[config.mk]
export PLATFORM = sky130hd
export DESIGN_NAME = sars_top
export DESIGN_NICKNAME = d
export VERILOG_FILES = /design/src/rtl/sars_pkg.sv /design/src/rtl/sars_row_ring.sv /design/src/rtl/sars_col_route.sv /design/src/rtl/sars_cell_array.sv /design/src/rtl/sars_top.sv
export SDC_FILE = /design/constraint.sdc
export NUM_CORES = 1
export LEC_CHECK = 0
export ABC_AREA = 1
export ABC_CLOCK_PERIOD_IN_PS = 2300
export BUFFER_PORTS_ARGS = -buffer_cell sky130_fd_sc_hd__buf_2
export CAP_MARGIN = 30
export CORE_MARGIN = 5
export CORE_UTILIZATION = 37
export CTS_CLUSTER_DIAMETER = 50
export DETAILED_ROUTE_END_ITERATION = 10
export GPL_TIMING_DRIVEN = 0
export MAX_ROUTING_LAYER = met4
export PLACE_DENSITY = 0.71
export SYNTH_ARGS = -nofsm -noshare
export SYNTH_HDL_FRONTEND = slang
export SYNTH_SLANG_ARGS = --single-unit
[constraint.sdc]
create_clock -name clk -period 2.3 [get_ports clk]
set_input_delay 0.69 -clock clk [delete_from_list [all_inputs] [get_ports clk]]
set_output_delay 0.69 -clock clk [all_outputs]
set_load 0.005 [all_outputs]
[src/rtl/sars_pkg.sv]
package sars_pkg;
  typedef enum logic [1:0] {
    OP_FUNC = 2'd0,
    OP_CAPT = 2'd1,
    OP_ACC  = 2'd2,
    OP_HOLD = 2'd3
  } cell_op_e;
endpackage

[src/rtl/sars_row_ring.sv]
module sars_row_ring #(
  parameter int ROWS = 4
) (
  input  logic            clk,
  input  logic            rst,
  input  logic            adv,
  output logic [ROWS-1:0] row_sel
);
  localparam logic [ROWS-1:0] FIRST_ROW = {{(ROWS-1){1'b0}}, 1'b1};

  logic [ROWS-1:0] ring_q;

  always_ff @(posedge clk) begin
    if (rst)      ring_q <= FIRST_ROW;
    else if (adv) ring_q <= {ring_q[ROWS-2:0], ring_q[ROWS-1]};
  end

  assign row_sel = ring_q;

  assert_row_onehot_R2: assert property (@(posedge clk) disable iff (rst)
    $countones(row_sel) == 1);

  assert_row_rotate_R3: assert property (@(posedge clk) disable iff (rst)
    adv |=> row_sel == {$past(row_sel[ROWS-2:0]), $past(row_sel[ROWS-1])});

  assert_row_hold_R3: assert property (@(posedge clk) disable iff (rst)
    !adv |=> $stable(row_sel));
endmodule

[src/rtl/sars_col_route.sv]
module sars_col_route #(
  parameter int COLS = 4
) (
  input  logic [COLS-1:0] old_row,
  input  logic [COLS-1:0] scan_in,
  input  logic            serial,
  input  logic [COLS-1:0] obs_en,
  output logic [COLS-1:0] wr_row,
  output logic [COLS-1:0] obs_row
);
  for (genvar gc = 0; gc < COLS; gc++) begin : g_col
    if (gc == 0) begin : g_head
      assign wr_row[gc] = scan_in[gc];
    end else begin : g_link
      assign wr_row[gc] = serial ? old_row[gc-1] : scan_in[gc];
    end
    assign obs_row[gc] = old_row[gc] & obs_en[gc];
  end
endmodule

[src/rtl/sars_cell_array.sv]
module sars_cell_array
  import sars_pkg::*;
#(
  parameter int ROWS = 4,
  parameter int COLS = 4
) (
  input  logic                 clk,
  input  logic                 rst,
  input  cell_op_e             op,
  input  logic [ROWS-1:0]      row_sel,
  input  logic [ROWS*COLS-1:0] func_d,
  input  logic [COLS-1:0]      wr_row,
  output logic [ROWS*COLS-1:0] cells,
  output logic [COLS-1:0]      rd_row
);
  logic [COLS-1:0] row_q [ROWS];

  for (genvar gr = 0; gr < ROWS; gr++) begin : g_row
    always_ff @(posedge clk) begin
      if (rst) begin
        row_q[gr] <= '0;
      end else begin
        case (op)
          OP_FUNC, OP_CAPT: row_q[gr] <= func_d[gr*COLS +: COLS];
          OP_ACC:           if (row_sel[gr]) row_q[gr] <= wr_row;
          default:          row_q[gr] <= row_q[gr];
        endcase
      end
    end

    assign cells[gr*COLS +: COLS] = row_q[gr];

    assert_unselected_stable_R7: assert property (@(posedge clk) disable iff (rst)
      (op == OP_ACC && !row_sel[gr]) |=> $stable(cells[gr*COLS +: COLS]));

    assert_func_load_R4: assert property (@(posedge clk) disable iff (rst)
      (op == OP_FUNC) |=> cells[gr*COLS +: COLS] == $past(func_d[gr*COLS +: COLS]));

    assert_idle_hold_R10: assert property (@(posedge clk) disable iff (rst)
      (op == OP_HOLD) |=> $stable(cells[gr*COLS +: COLS]));
  end

  always_comb begin
    rd_row = '0;
    for (int r = 0; r < ROWS; r++) begin
      if (row_sel[r]) rd_row = rd_row | row_q[r];
    end
  end
endmodule

[src/rtl/sars_top.sv]
module sars_top
  import sars_pkg::*;
#(
  parameter int ROWS = 4,
  parameter int COLS = 4
) (
  input  logic                 clk,
  input  logic                 rst,
  input  logic                 test_mode,
  input  logic                 row_adv,
  input  logic                 scan_en,
  input  logic                 capture,
  input  logic                 serial,
  input  logic [COLS-1:0]      scan_in,
  input  logic [COLS-1:0]      obs_en,
  input  logic [ROWS*COLS-1:0] func_d,
  output logic [ROWS*COLS-1:0] cell_q,
  output logic [ROWS-1:0]      row_sel,
  output logic [COLS-1:0]      scan_out
);
  localparam int CELLS = ROWS * COLS;

  cell_op_e        op;
  logic            access;
  logic [COLS-1:0] old_row;
  logic [COLS-1:0] wr_row;
  logic [COLS-1:0] obs_row;
  logic [CELLS-1:0] cells;
  logic [COLS-1:0] so_q;

  always_comb begin
    if (!test_mode)   op = OP_FUNC;
    else if (capture) op = OP_CAPT;
    else if (scan_en) op = OP_ACC;
    else              op = OP_HOLD;
  end

  assign access = (op == OP_ACC);

  sars_row_ring #(.ROWS(ROWS)) u_ring (
    .clk     (clk),
    .rst     (rst),
    .adv     (test_mode & row_adv),
    .row_sel (row_sel)
  );

  sars_cell_array #(.ROWS(ROWS), .COLS(COLS)) u_array (
    .clk     (clk),
    .rst     (rst),
    .op      (op),
    .row_sel (row_sel),
    .func_d  (func_d),
    .wr_row  (wr_row),
    .cells   (cells),
    .rd_row  (old_row)
  );

  sars_col_route #(.COLS(COLS)) u_route (
    .old_row (old_row),
    .scan_in (scan_in),
    .serial  (serial),
    .obs_en  (obs_en),
    .wr_row  (wr_row),
    .obs_row (obs_row)
  );

  always_ff @(posedge clk) begin
    if (rst)         so_q <= '0;
    else if (access) so_q <= obs_row;
  end

  assign scan_out = so_q;
  assign cell_q   = cells;

  assert_scan_out_hold_R6: assert property (@(posedge clk) disable iff (rst)
    !access |=> $stable(scan_out));

  for (genvar gc = 0; gc < COLS; gc++) begin : g_chk
    assert_masked_col_R9: assert property (@(posedge clk) disable iff (rst)
      (access && !obs_en[gc]) |=> !scan_out[gc]);
  end
endmodule

== After elaboration in Yosys (flattened, before gate mapping) ==
Memory sizes are Yosys's and may differ from the RTL's.
Cells that the tools add are included.

* Output and inout port bits: 24
* Bits of input ports: 31
* Memories kept: 1
* Flip-flop bits (word level): 8
* Logic and storage cells: 74
* Memory bits (writable): 16

{| class="wikitable"
|+ Memories
! memory !! words !! width !! read ports !! clocked after Yosys merged registers in !! write ports !! RTL line !! source
|-
| u_array.row_q || 4 || 4 || 4 || 0 || 4 || sars_cell_array.sv:16 || <nowiki>logic [COLS-1:0] row_q [ROWS];</nowiki>
|}

* Reduce and logical (&&, ||, !) cells: 3
* Mux-type cells: 46
* Equality and inequality tests: 2
* Bitwise gates (word level): 20

{| class="wikitable"
|+ Operator list
! operator !! count
|-
| 4-bit 2-to-1 mux || 16
|-
| 1-bit 2-to-1 mux || 28
|-
| 1-bit bitwise OR || 12
|-
| 4-bit bitwise OR || 3
|-
| 1-bit AND || 5
|-
| 2-bit 2-to-1 mux || 2
|-
| 3-bit OR reduction || 1
|-
| 2-bit by 1-bit == test with 1-bit output, second input constant || 1
|-
| 2-bit == test, second input constant || 1
|-
| 2-bit logical NOT || 1
|-
| 2-bit OR reduction || 1
|}

== Depth between registers and ports, before layout ==
Gate-level depths: netlist of the first run.

* Word-level depth: 11
* Depth in mapped cells: 7
* Gate-level depth less buffers: 7

== Cells and area by module ==
A second synthesis of the first run with hierarchy kept.

* Cell total of the unflattened synthesis: 182
* Area total of the unflattened synthesis: 1,366.3 um^2

{| class="wikitable"
|+ Modules (own cells, without submodules)
! module !! area an instance (um^2) !! seq. area each (um^2) !! cells each !! instances
|-
| sars_cell_array || 914.6 || 480.5 || 106 || 1
|-
| sars_top || 201.4 || 80.1 || 32 || 1
|-
| sars_row_ring || 175.2 || 80.1 || 25 || 1
|-
| sars_col_route || 75.1 || 0.0 || 19 || 1
|}

== Worst setup path before layout of the first run ==
OpenSTA, ideal clock, no wires.

* Path type: input to register
* Start: in capture
* End: mem u_array.row_q[0][0], enable pin
* Setup slack: 0.752 ns
* Stages: 6
* Setup time: 0.307 ns
* Arrival: 1.241 ns
* Cells stage by stage: inv_2 > nand3_1 > inv_2 > buf_6 > nand3_2 > nand2_1

{| class="wikitable"
|+ RTL lines
! item !! RTL line !! source
|-
| from (decl) || sars_top.sv:12 || <nowiki>input logic capture,</nowiki>
|-
| to (decl) || sars_cell_array.sv:16 ||
|}

== Final worst setup path of the first run ==
* Start: reg u_ring.ring_q[1], in the netlist u_ring.row_sel[1]
* End: out row_sel[1]

{| class="wikitable"
|+ RTL lines
! item !! RTL line !! source
|-
| from (decl) || sars_row_ring.sv:11 || <nowiki>logic [ROWS-1:0] ring_q;</nowiki>
|-
| from (signal assigned) || sars_row_ring.sv:15 || <nowiki>else if (adv) ring_q <= {ring_q[ROWS-2:0], ring_q[ROWS-1]};</nowiki>
|-
| to (decl) || sars_top.sv:18 || <nowiki>output logic [ROWS-1:0] row_sel,</nowiki>
|}

No word-level cell between the ends.

==> results of run 1 <==
==> routing by layer <==
metal  part of all wire, %  wire, um
met1                    46      1430
met2                    47      1440
met3                   6.1       188
met4                  0.81        25
met5                     0         0
==> stage by stage <==
step,utilization [%],instances,instance area (um^2)
after floorplan,-,148,1240
after global placement,47.7,248,1570
after detailed placement,47.7,248,1570
after CTS,48.5,252,1590
after global routing,48.5,252,1590
final,48.5,252,1590
==> power by group through the flow <==
stage	combinational [W]	clock, W	sequential [W]
after detailed placement	0.000162	0	0.000529
after floorplan	0.0000797	0	0.000527
after global routing	0.000183	0.000200	0.000523
after global placement	0.000160	0	0.000528
final	0.000161	0.000185	0.000518
after CTS	0.000162	0.000189	0.000519
==> sequential cells by signal (all words and copies together), names as in the netlist <==
| name | count |
|---|---|
| u_array.row_q | 16 |
| u_ring.row_sel | 4 |
| scan_out | 4 |
==> layout make-up <==
| cell class | instances | area, um^2 |
|---|---|---|
| plain buffers | 3 | 23.8 |
| repair buffers | 54 | 270 |
| clock inverters | 1 | 3.75 |
| clock buffers | 3 | 22.5 |
| multi-input cells | 110 | 527 |
| well taps | 46 | 57.6 |
| inverters | 11 | 46.3 |
| flip-flops and latches | 24 | 641 |
| fillers | 336 | 1690 |
==> kinds of logic (layout without fill, tap and decap cells) <==
| group | after synthesis | count (layout) | synth area share, % |
|---|---|---|---|
| compound gates | 33 | 33 | 14.3 |
| buf+inv | 14 | 72 | 5.66 |
| flops | 24 | 24 | 51.8 |
| simple gates | 77 | 77 | 28.3 |
==> worst min-delay path, cell delays in order, from the launching register on <==
cell and delay, ns:
dfxtp_1 0.33, o21ai_0 0.15, a21oi_1 0.04
==> cells in the final DEF (no fill, tap or decap), drive strengths merged <==
cell type   n
buf        57
nand3       5
edfxtp     16
o21ai      24
nand4       1
clkinv      2
dfxtp       8
nand2      57
inv        10
clkbuf      3
or2         3
nor2       11
a21oi       9
==> final timing paths <==
path	slack, ns	start	endpoint
max	0.61	u_ring.row_sel[1]	row_sel[1]
min	0.55	scan_out[0]	scan_out[0]
max reg2reg	0.93	u_ring.row_sel[2]	u_array.row_q[1][3]
min reg2reg	0.55	scan_out[0]	scan_out[0]
==> results_dict.tcl, run 1 <==
set metrics [dict create \
    finClkSkew_ns 0.00738 \
    vias 1151 \
    synthArstFlopShare_pct 0 \
    insertion_delay_ns 0.31 \
    cts_buffers 3 \
    rsz0062_at_grt "no" \
    ant_nets 0 \
    worstMarginPinSlew_ns 0.512 \
    maxCapViolCount 0 \
    hold_ws_ns 0.546 \
    power.switching_w 0.000235 \
    hold_viol 0 \
    grt_max_degree 14 \
    synth_ff_type "edfxtp_1" \
    fmax_ghz 0.591 \
    via_per_inst 4.57 \
    initialDrtViolationCount 140 \
    post-route-period-util_pct 73.6 \
    power.total_w 0.000863 \
    firstDrtPassIters 4 \
    period_needed_ns 1.69 \
    routed_wl_um 3090 \
    required_ns 1.61 \
    n_antenna_cell 0 \
    pin_count 55 \
    drc_errors 0 \
    cp_num_cells 1 \
    holdPathStages 2 \
    dieArea_mm2 0.00460 \
    synth.distinct_cells 21 \
    worstPathCellList "buf_2" \
    grt_use_met2_pct 22.8 \
    drive_gt1_share_pct 38.8 \
    hold_class "reg2reg" \
    synthCells 148 \
    intPower_w 0.000628 \
    start_util_pct 37.7 \
    fin_tns_setup_ns 0 \
    p_seq_share_pct 60.0 \
    synth_seq_cells 24 \
    netlist_top_cells_count "nand2_1, edfxtp_1, o21ai_1" \
    path_clk_slew_ns 0.13 \
    netSwitchingFraction_pct 27.2 \
    grt_overflow 0 \
    rows 21 \
    synth_warnings 0 \
    grt_pass1_vias 1053 \
    yosys.area.top_type "edfxtp_1" \
    setup_viol 0 \
    fp.coreArea_mm2 0.00328 \
    cts_tree "built" \
    ir_worst_vdd_mv 0.175 \
    final_net_count 238 \
    postCtsHoldBufs 0 \
    die_x_um 67.8 \
    clock_path_buffers 2 \
    reg2reg_depth 2 \
    hpwl_um 2590 \
    leakage_nw 0.798 \
    arrival_ns 1.00 \
    area_growth_pct 28.6 \
    worst-path-buf-inv 1 \
    cts_resized 0 \
    status "finished, final reports clean" \
    cts-htree-levels 1 \
    wl_per_cell_um 12.3 \
    slew_headroom_pct 65.5 \
    synth_top_area_share_pct 38.8 \
    post_cts_buffers 0 \
    grtUsageMet1_pct 19.0 \
    finalMaxSlewViolations 0 \
    die-height_um 67.8 \
    use_met3_pct 1.31 \
    crit_path_max_incr_delay_ns 0.52 \
    syn_avg_cell_area_um2 8.36 \
    syn_nets 179 \
    synth.most_common_cell "nand2_1" \
    postLayoutSetupSlackWorst_ns 0.608 \
    port_buffers 54 \
    clock_power_share_pct 21.4 \
    grtUsageTotal_pct 14.2 \
    grt_first_pass_wirelength_um 4720 \
    crit_family "flip-flops" \
    syn-cell-area_mm2 0.00124 \
    power_density_mw_per_mm2 543 \
    busiest_layer "met2" \
    cts_root_buffer "clkbuf_4" \
    dpl_worst_slack_ns 0.503 \
    crit_type "reg2out" \
    startpoint_type "register" \
    gp_congestion 0.868 \
    endpoint_kind "primary output" \
    yosysSeqAreaShare_pct 51.8 \
    p_comb_share_pct 18.6 \
    numClockSinks 24 \
    crit_slowest_cell "dfxtp_1" \
    synth-edff-count 16 \
    cp_max_fo 8 \
    antenna_found_initial 0 \
    yosys-top-cells-area "edfxtp_1, nand2_1, dfxtp_1" \
]
No activity file was read; power rests on OpenSTA's default activity.
==> inputs of run 2 (changes only) <==
ABC_AREA = 0   (was 1)
ABC_CLOCK_PERIOD_IN_PS = 1450   (was 2300)
PLACE_DENSITY = 0.73   (was 0.71)
clock period = 1.45 ns   (was 2.3 ns; I/O delays follow)
==> run 2 against run 1 <==
  * Synthesized area rose by 1.9%
  * Total power rose by 60%
  * Via count fell by 1.1%
  * Die area rose by 1.6%
  * Sequential power rose by 58%
  * Largest cell class unchanged
  * Flip-flop and latch count did not move
  * Combinational power rose by 57%
  * Non-clock buffer count rose by 2
  * Global-route usage rose by 2.0 points
==> results_dict.tcl, run 2 <==
set metrics [dict create \
    status "finished, final reports clean" \
    power_density_mw_per_mm2 831 \
    n_antenna_cell 0 \
    crit_family "compound AO/OA/AOI/OAI gates" \
    syn_nets 144 \
    yosys-top-cells-area "edfxtp_1, dfxtp_1, a22o_1" \
    cts_tree "built" \
    synth-edff-count 16 \
    route.met2.wl_um 1860 \
    synth.most_common_cell "edfxtp_1" \
    worst-path-buf-inv 0 \
    top_register "u_array.row_q" \
    vias 1138 \
    numClockSinks 24 \
    rows 21 \
    post_cts_buffers 0 \
    dr_wl_met3_um 257 \
    hold_viol 0 \
    hpwl_um 2850 \
    period_needed_ns 1.44 \
    r2r-start "u_ring.row_sel[0]" \
    synth_seq_cells 24 \
    grt_first_pass_wirelength_um 5420 \
    grt_overflow 0 \
    post-route-cell-area_mm2 0.00166 \
    slew_headroom_pct 80.1 \
    worstMarginPinSlew_ns 0.298 \
    synth_warnings 0 \
    routed_wl_um 3630 \
    ant_nets 0 \
    drive_gt1_share_pct 51.8 \
    required_ns 1.54 \
    synth.distinct_cells 26 \
    setup_viol 0 \
    antenna_found_initial 0 \
    grtUsageTotal_pct 16.2 \
    crit_type "reg2reg" \
    final_core_util_pct 50.1 \
    cp_max_fo 9 \
    fin_tns_setup_ns 0 \
    r2r_setup_slack_ns 0.01 \
    final_cell_mix "buf_2, edfxtp_1, nand2_1" \
    cts_root_buffer "clkbuf_4" \
    top_layer_used "met4" \
    dieArea_mm2 0.00468 \
    wl_met1_um 1460 \
    yosys.area.top_type "edfxtp_1" \
    clock_path_buffers 2 \
    start_util_pct 38.1 \
    timing.rr.end "u_array.row_q[1][2]" \
    synth_top_area_share_pct 38.1 \
    dpl_cell_area_mm2 0.00158 \
    port_buffers 53 \
    crit_slowest_cell "dfxtp_2" \
    die-height_um 68.4 \
    postCtsHoldBufs 0 \
    die_x_um 68.4 \
    synthCells 113 \
    path_clk_slew_ns 0.13 \
    gp_congestion 0.800 \
    fill_cells 310 \
    area_growth_pct 31.5 \
    rsz0062_at_grt "yes" \
    grt_max_degree 14 \
    firstDrtPassIters 4 \
    ir_worst_vdd_mv 0.221 \
    final_net_count 200 \
    largest_register_ffs 16 \
    hold_class "in2reg" \
    cts_buffers 3 \
    reg2reg_depth 3 \
    holdPathStages 2 \
    pin_count 55 \
    arrival_ns 1.53 \
    drc_errors 0 \
    insertion_delay_ns 0.32 \
    post-route-period-util_pct 99.1 \
    worstPathCellList "a22oi_2 -> a31oi_4 -> o311a_1" \
    fp.coreArea_mm2 0.00331 \
    maxCapViolCount 0 \
    grt_pass1_vias 1152 \
    wl_per_cell_um 17.0 \
    endpoint_kind "register" \
    via_per_inst 5.32 \
    syn_avg_cell_area_um2 11.2 \
    min_from "rst" \
    final_common_cell "buf_2" \
    cts-htree-levels 1 \
    yosysSeqAreaShare_pct 50.8 \
    crit_path_max_incr_delay_ns 0.40 \
    netlist_top_cells_count "edfxtp_1, nand2_1, a22o_1, dfxtp_1" \
    leakage_nw 0.727 \
    syn-cell-area_mm2 0.00126 \
    finClkSkew_ns 0.00465 \
    initialDrtViolationCount 89 \
    synth_ff_type "edfxtp_1" \
    hold_end "u_ring.row_sel[1]" \
    startpoint_type "register" \
    fmax_ghz 0.696 \
    synthArstFlopShare_pct 0 \
    finalMaxSlewViolations 0 \
]
-- run 2: worst max-delay path by stage --
stage,startpoint,to,cells after the start
finish,u_ring.row_sel[0],u_array.row_q[1][2],3
CTS,u_ring.row_sel[2],u_array.row_q[1][3],4
floorplan,test_mode,u_array.row_q[0][0],4
global placement,capture,u_array.row_q[1][2],4
detailed placement,capture,u_array.row_q[1][1],4
global route,u_array.row_q[0][1],u_array.row_q[1][2],3
-- run 2: worst register-to-register path: cells and delay by family, from the launching register on --
kind	cells	cell delay (ns)
flops	1	0.40
compound gates	3	0.81
-- run 2: logic make-up after synthesis --
kind of cell,count (synthesis),synth area share [%]
and+or+nand+nor,33,14.0
DFF,24,50.8
muxes,3,2.68
AOI/OAI and AO/OA,39,25.9
buffers and inverters,14,6.65
-- run 2: area by class of cell --
class	instances	area (um^2)	area share, %
flip-flops and latches	24	644	38.8
multi-input cells	75	592	35.7
repair buffers	53	265	16.0
well taps	46	57.6	3.47
plain buffers	6	51.3	3.09
clock buffers	4	26.3	1.58
inverters	6	22.5	1.36
-- run 2: metal layers --
layer	up-vias	track usage [%]
met2	53	29.1
met4	0	5.21
li1	540	-
met1	540	18.6
met5	-	-
met3	5	1.81
-- run 2: timing repair --
item,in CTS,in global routing
hold endpoints to repair,0,0
pin swaps,3,2
resized for setup,10,1
endpoints found under the setup margin,12,3
gates cloned,0,0
-- run 2: where the power goes --
| part | internal, W | switching (W) |
|---|---|---|
| sequential | 0.000778 | 0.0000394 |
| clock | 0.000108 | 0.000201 |
| combinational | 0.000123 | 0.000129 |
| total | 0.00101 | 0.000369 |
-- run 2: per-stage QoR --
stage	std cells	worst slack [ns]	power, W	hold slack, ns
after CTS	214	-0.00364	0.00138	0.351
after detailed placement	212	-0.145	0.00107	0.451
final	214	0.0133	0.00138	0.353
after global routing	214	-0.0220	0.00143	0.354
after floorplan	113	0.0192	0.000936	0.447
after global placement	212	-0.149	0.00106	0.453
==> inputs of run 3 (changes only) <==
CORE_MARGIN = 2   (was 5)
==> run 3 against run 2 <==
  * The flow now finishes with violations (negative setup slack)
  * Via count increased by 3.4%
  * Final cell count rose by 0.47%
  * Wire length fell by 4.5%
  * First-iteration DRC count unchanged
  * Core utilization grew 0.53 points
  * Cell area rose by 1.1%
  * Clock power is 15% higher
  * Clock-buffer cell count is the same
  * Setup slack worse by 0.025 ns
  * Largest cell class unchanged
  * Largest power group unchanged
  * Highest routed layer unchanged
==> results_dict.tcl, run 3 (synthesized netlist as in run 2, its figures left out) <==
set metrics [dict create \
    worstPathCellList "a22oi_2 -> a31oi_4 -> o311a_1" \
    firstDrtPassIters 4 \
    cp-endpoint "u_array.row_q[1][2]" \
    post-route-cell-area_mm2 0.00168 \
    period_needed_ns 1.46 \
    fmax_ghz 0.684 \
    initialDrtViolationCount 89 \
    cts_root_buffer "clkbuf_4" \
    postCtsHoldBufs 0 \
    die-height_um 62.4 \
    dpl_cell_area_mm2 0.00158 \
    slew_headroom_pct 80.4 \
    final_net_count 201 \
    cts-htree-levels 1 \
    fp.coreArea_mm2 0.00331 \
    final_cell_mix "buf_2, edfxtp_1, nand2_1" \
    n_antenna_cell 0 \
    area_growth_pct 32.9 \
    power.total_w 0.00143 \
    fin_tns_setup_ns -0.0203 \
    grt_max_degree 14 \
    grtUsageTotal_pct 18.5 \
    ir_worst_vdd_mv 0.317 \
    grt_overflow 0 \
    finalMaxSlewViolations 0 \
    dieArea_mm2 0.00389 \
    worst-path-buf-inv 0 \
    setup_viol 2 \
    numClockSinks 24 \
    cts_tree "built" \
    crit_type "reg2reg" \
    worstMarginPinSlew_ns 0.294 \
    grt_pass1_vias 1156 \
    clock_path_buffers 2 \
    endpoint_kind "register" \
    required_ns 1.53 \
    die_x_um 62.4 \
    rows 21 \
    postLayoutSetupSlackWorst_ns -0.0120 \
    hold_viol 0 \
    cp_num_cells 3 \
    arrival_ns 1.54 \
    startpoint_type "register" \
    crit_slowest_cell "edfxtp_1" \
    crit_start "u_array.row_q[1][1]" \
    crit_family "compound AO/OA/AOI/OAI gates" \
    port_buffers 53 \
    hold_class "in2reg" \
    crit_path_max_incr_delay_ns 0.45 \
    cts_buffers 3 \
    timing.rr.end "u_array.row_q[1][2]" \
    rsz0062_at_grt "yes" \
    r2r_setup_slack_ns -0.01 \
    hpwl_um 2620 \
    final_common_cell "buf_2" \
    vias 1177 \
    failed_checks "negative setup slack" \
    routed_wl_um 3470 \
    finClkSkew_ns 0.00280 \
    leakage_nw 0.738 \
    top_register "u_array.row_q" \
    post-route-period-util_pct 101 \
    maxCapViolCount 0 \
    pin_count 55 \
    start_util_pct 38.1 \
    antenna_found_initial 0 \
    power_density_mw_per_mm2 851 \
    ant_nets 0 \
    cp_max_fo 4 \
    r2r-start "u_array.row_q[1][1]" \
    insertion_delay_ns 0.31 \
    drc_errors 0 \
    path_clk_slew_ns 0.13 \
    status "finished with violations" \
    gp_congestion 0.860 \
    reg2reg_depth 3 \
    largest_register_ffs 16 \
    wl_per_cell_um 16.1 \
    dpl_worst_slack_ns -0.171 \
    via_per_inst 5.47 \
    grt_first_pass_wirelength_um 5550 \
    drive_gt1_share_pct 52.7 \
]
## run 3: cell count changes in the layout (fill, tap and decap cells not counted)
cell / previous run / this run
buf_4: 1 / 2
clkbuf_1: 1 / 0
clkbuf_8: 0 / 1
## run 3: cell type report
| cell class | count | area, um^2 |
|---|---|---|
| Timing Repair Buffer | 54 | 273 |
| Sequential cell | 24 | 644 |
| Tap cell | 46 | 57.6 |
| Fill cell | 327 | 1630 |
| Inverter | 6 | 22.5 |
| Multi-Input combinational cell | 75 | 592 |
| Clock buffer | 4 | 36.3 |
| Buffer | 6 | 51.3 |
## run 3: through the flow
stage / utilization [%] / std cells / hold slack (ns)
final: 50.6 / 215 / 0.353
after global routing: 50.6 / 215 / 0.362
after CTS: 50.6 / 215 / 0.358
after detailed placement: 47.8 / 212 / 0.464
after global placement: 47.8 / 212 / 0.455
after floorplan: - / 113 / 0.447
## run 3: how the worst min path moves through the flow
stage | start | to | depth (start not counted)
finish | rst | u_ring.row_sel[2] | 2
global route | rst | u_ring.row_sel[2] | 2
CTS | rst | u_ring.row_sel[2] | 2
detailed placement | scan_out[3] | scan_out[3] | 2
global placement | scan_out[3] | scan_out[3] | 2
floorplan | scan_out[3] | scan_out[3] | 2
## run 3: routing by layer
| layer | vias up | part of all wire (%) | routed length, um | GRT usage (%) |
|---|---|---|---|---|
| met1 | 555 | 40 | 1380 | 21.7 |
| met5 | - | 0 | 0 | - |
| met2 | 65 | 51 | 1750 | 31.9 |
| met4 | 0 | 2.1 | 72 | 7.50 |
| met3 | 10 | 7.6 | 264 | 2.70 |
| li1 | 547 | - | - | - |
## run 3: worst register-to-register path: cells and delay by family, from the launching register on
kind / cells / cell delay [ns]
AO/OA/AOI/OAI: 3 / 0.79
flip-flops: 1 / 0.45
## run 3: where the power goes
group	leakage [nW]	internal [W]	switching [W]
registers	0.247	0.000778	0.0000404
logic	0.470	0.000126	0.000129
clock network	0.0210	0.000153	0.000200
total	0.738	0.00106	0.000369
## run 3: repair_timing
item	4_1_cts	5_1_grt
pin swaps	5	4
resized for setup	11	0
hold endpoints to repair	0	0
endpoints found under the setup margin	12	5
setup buffers	1	0
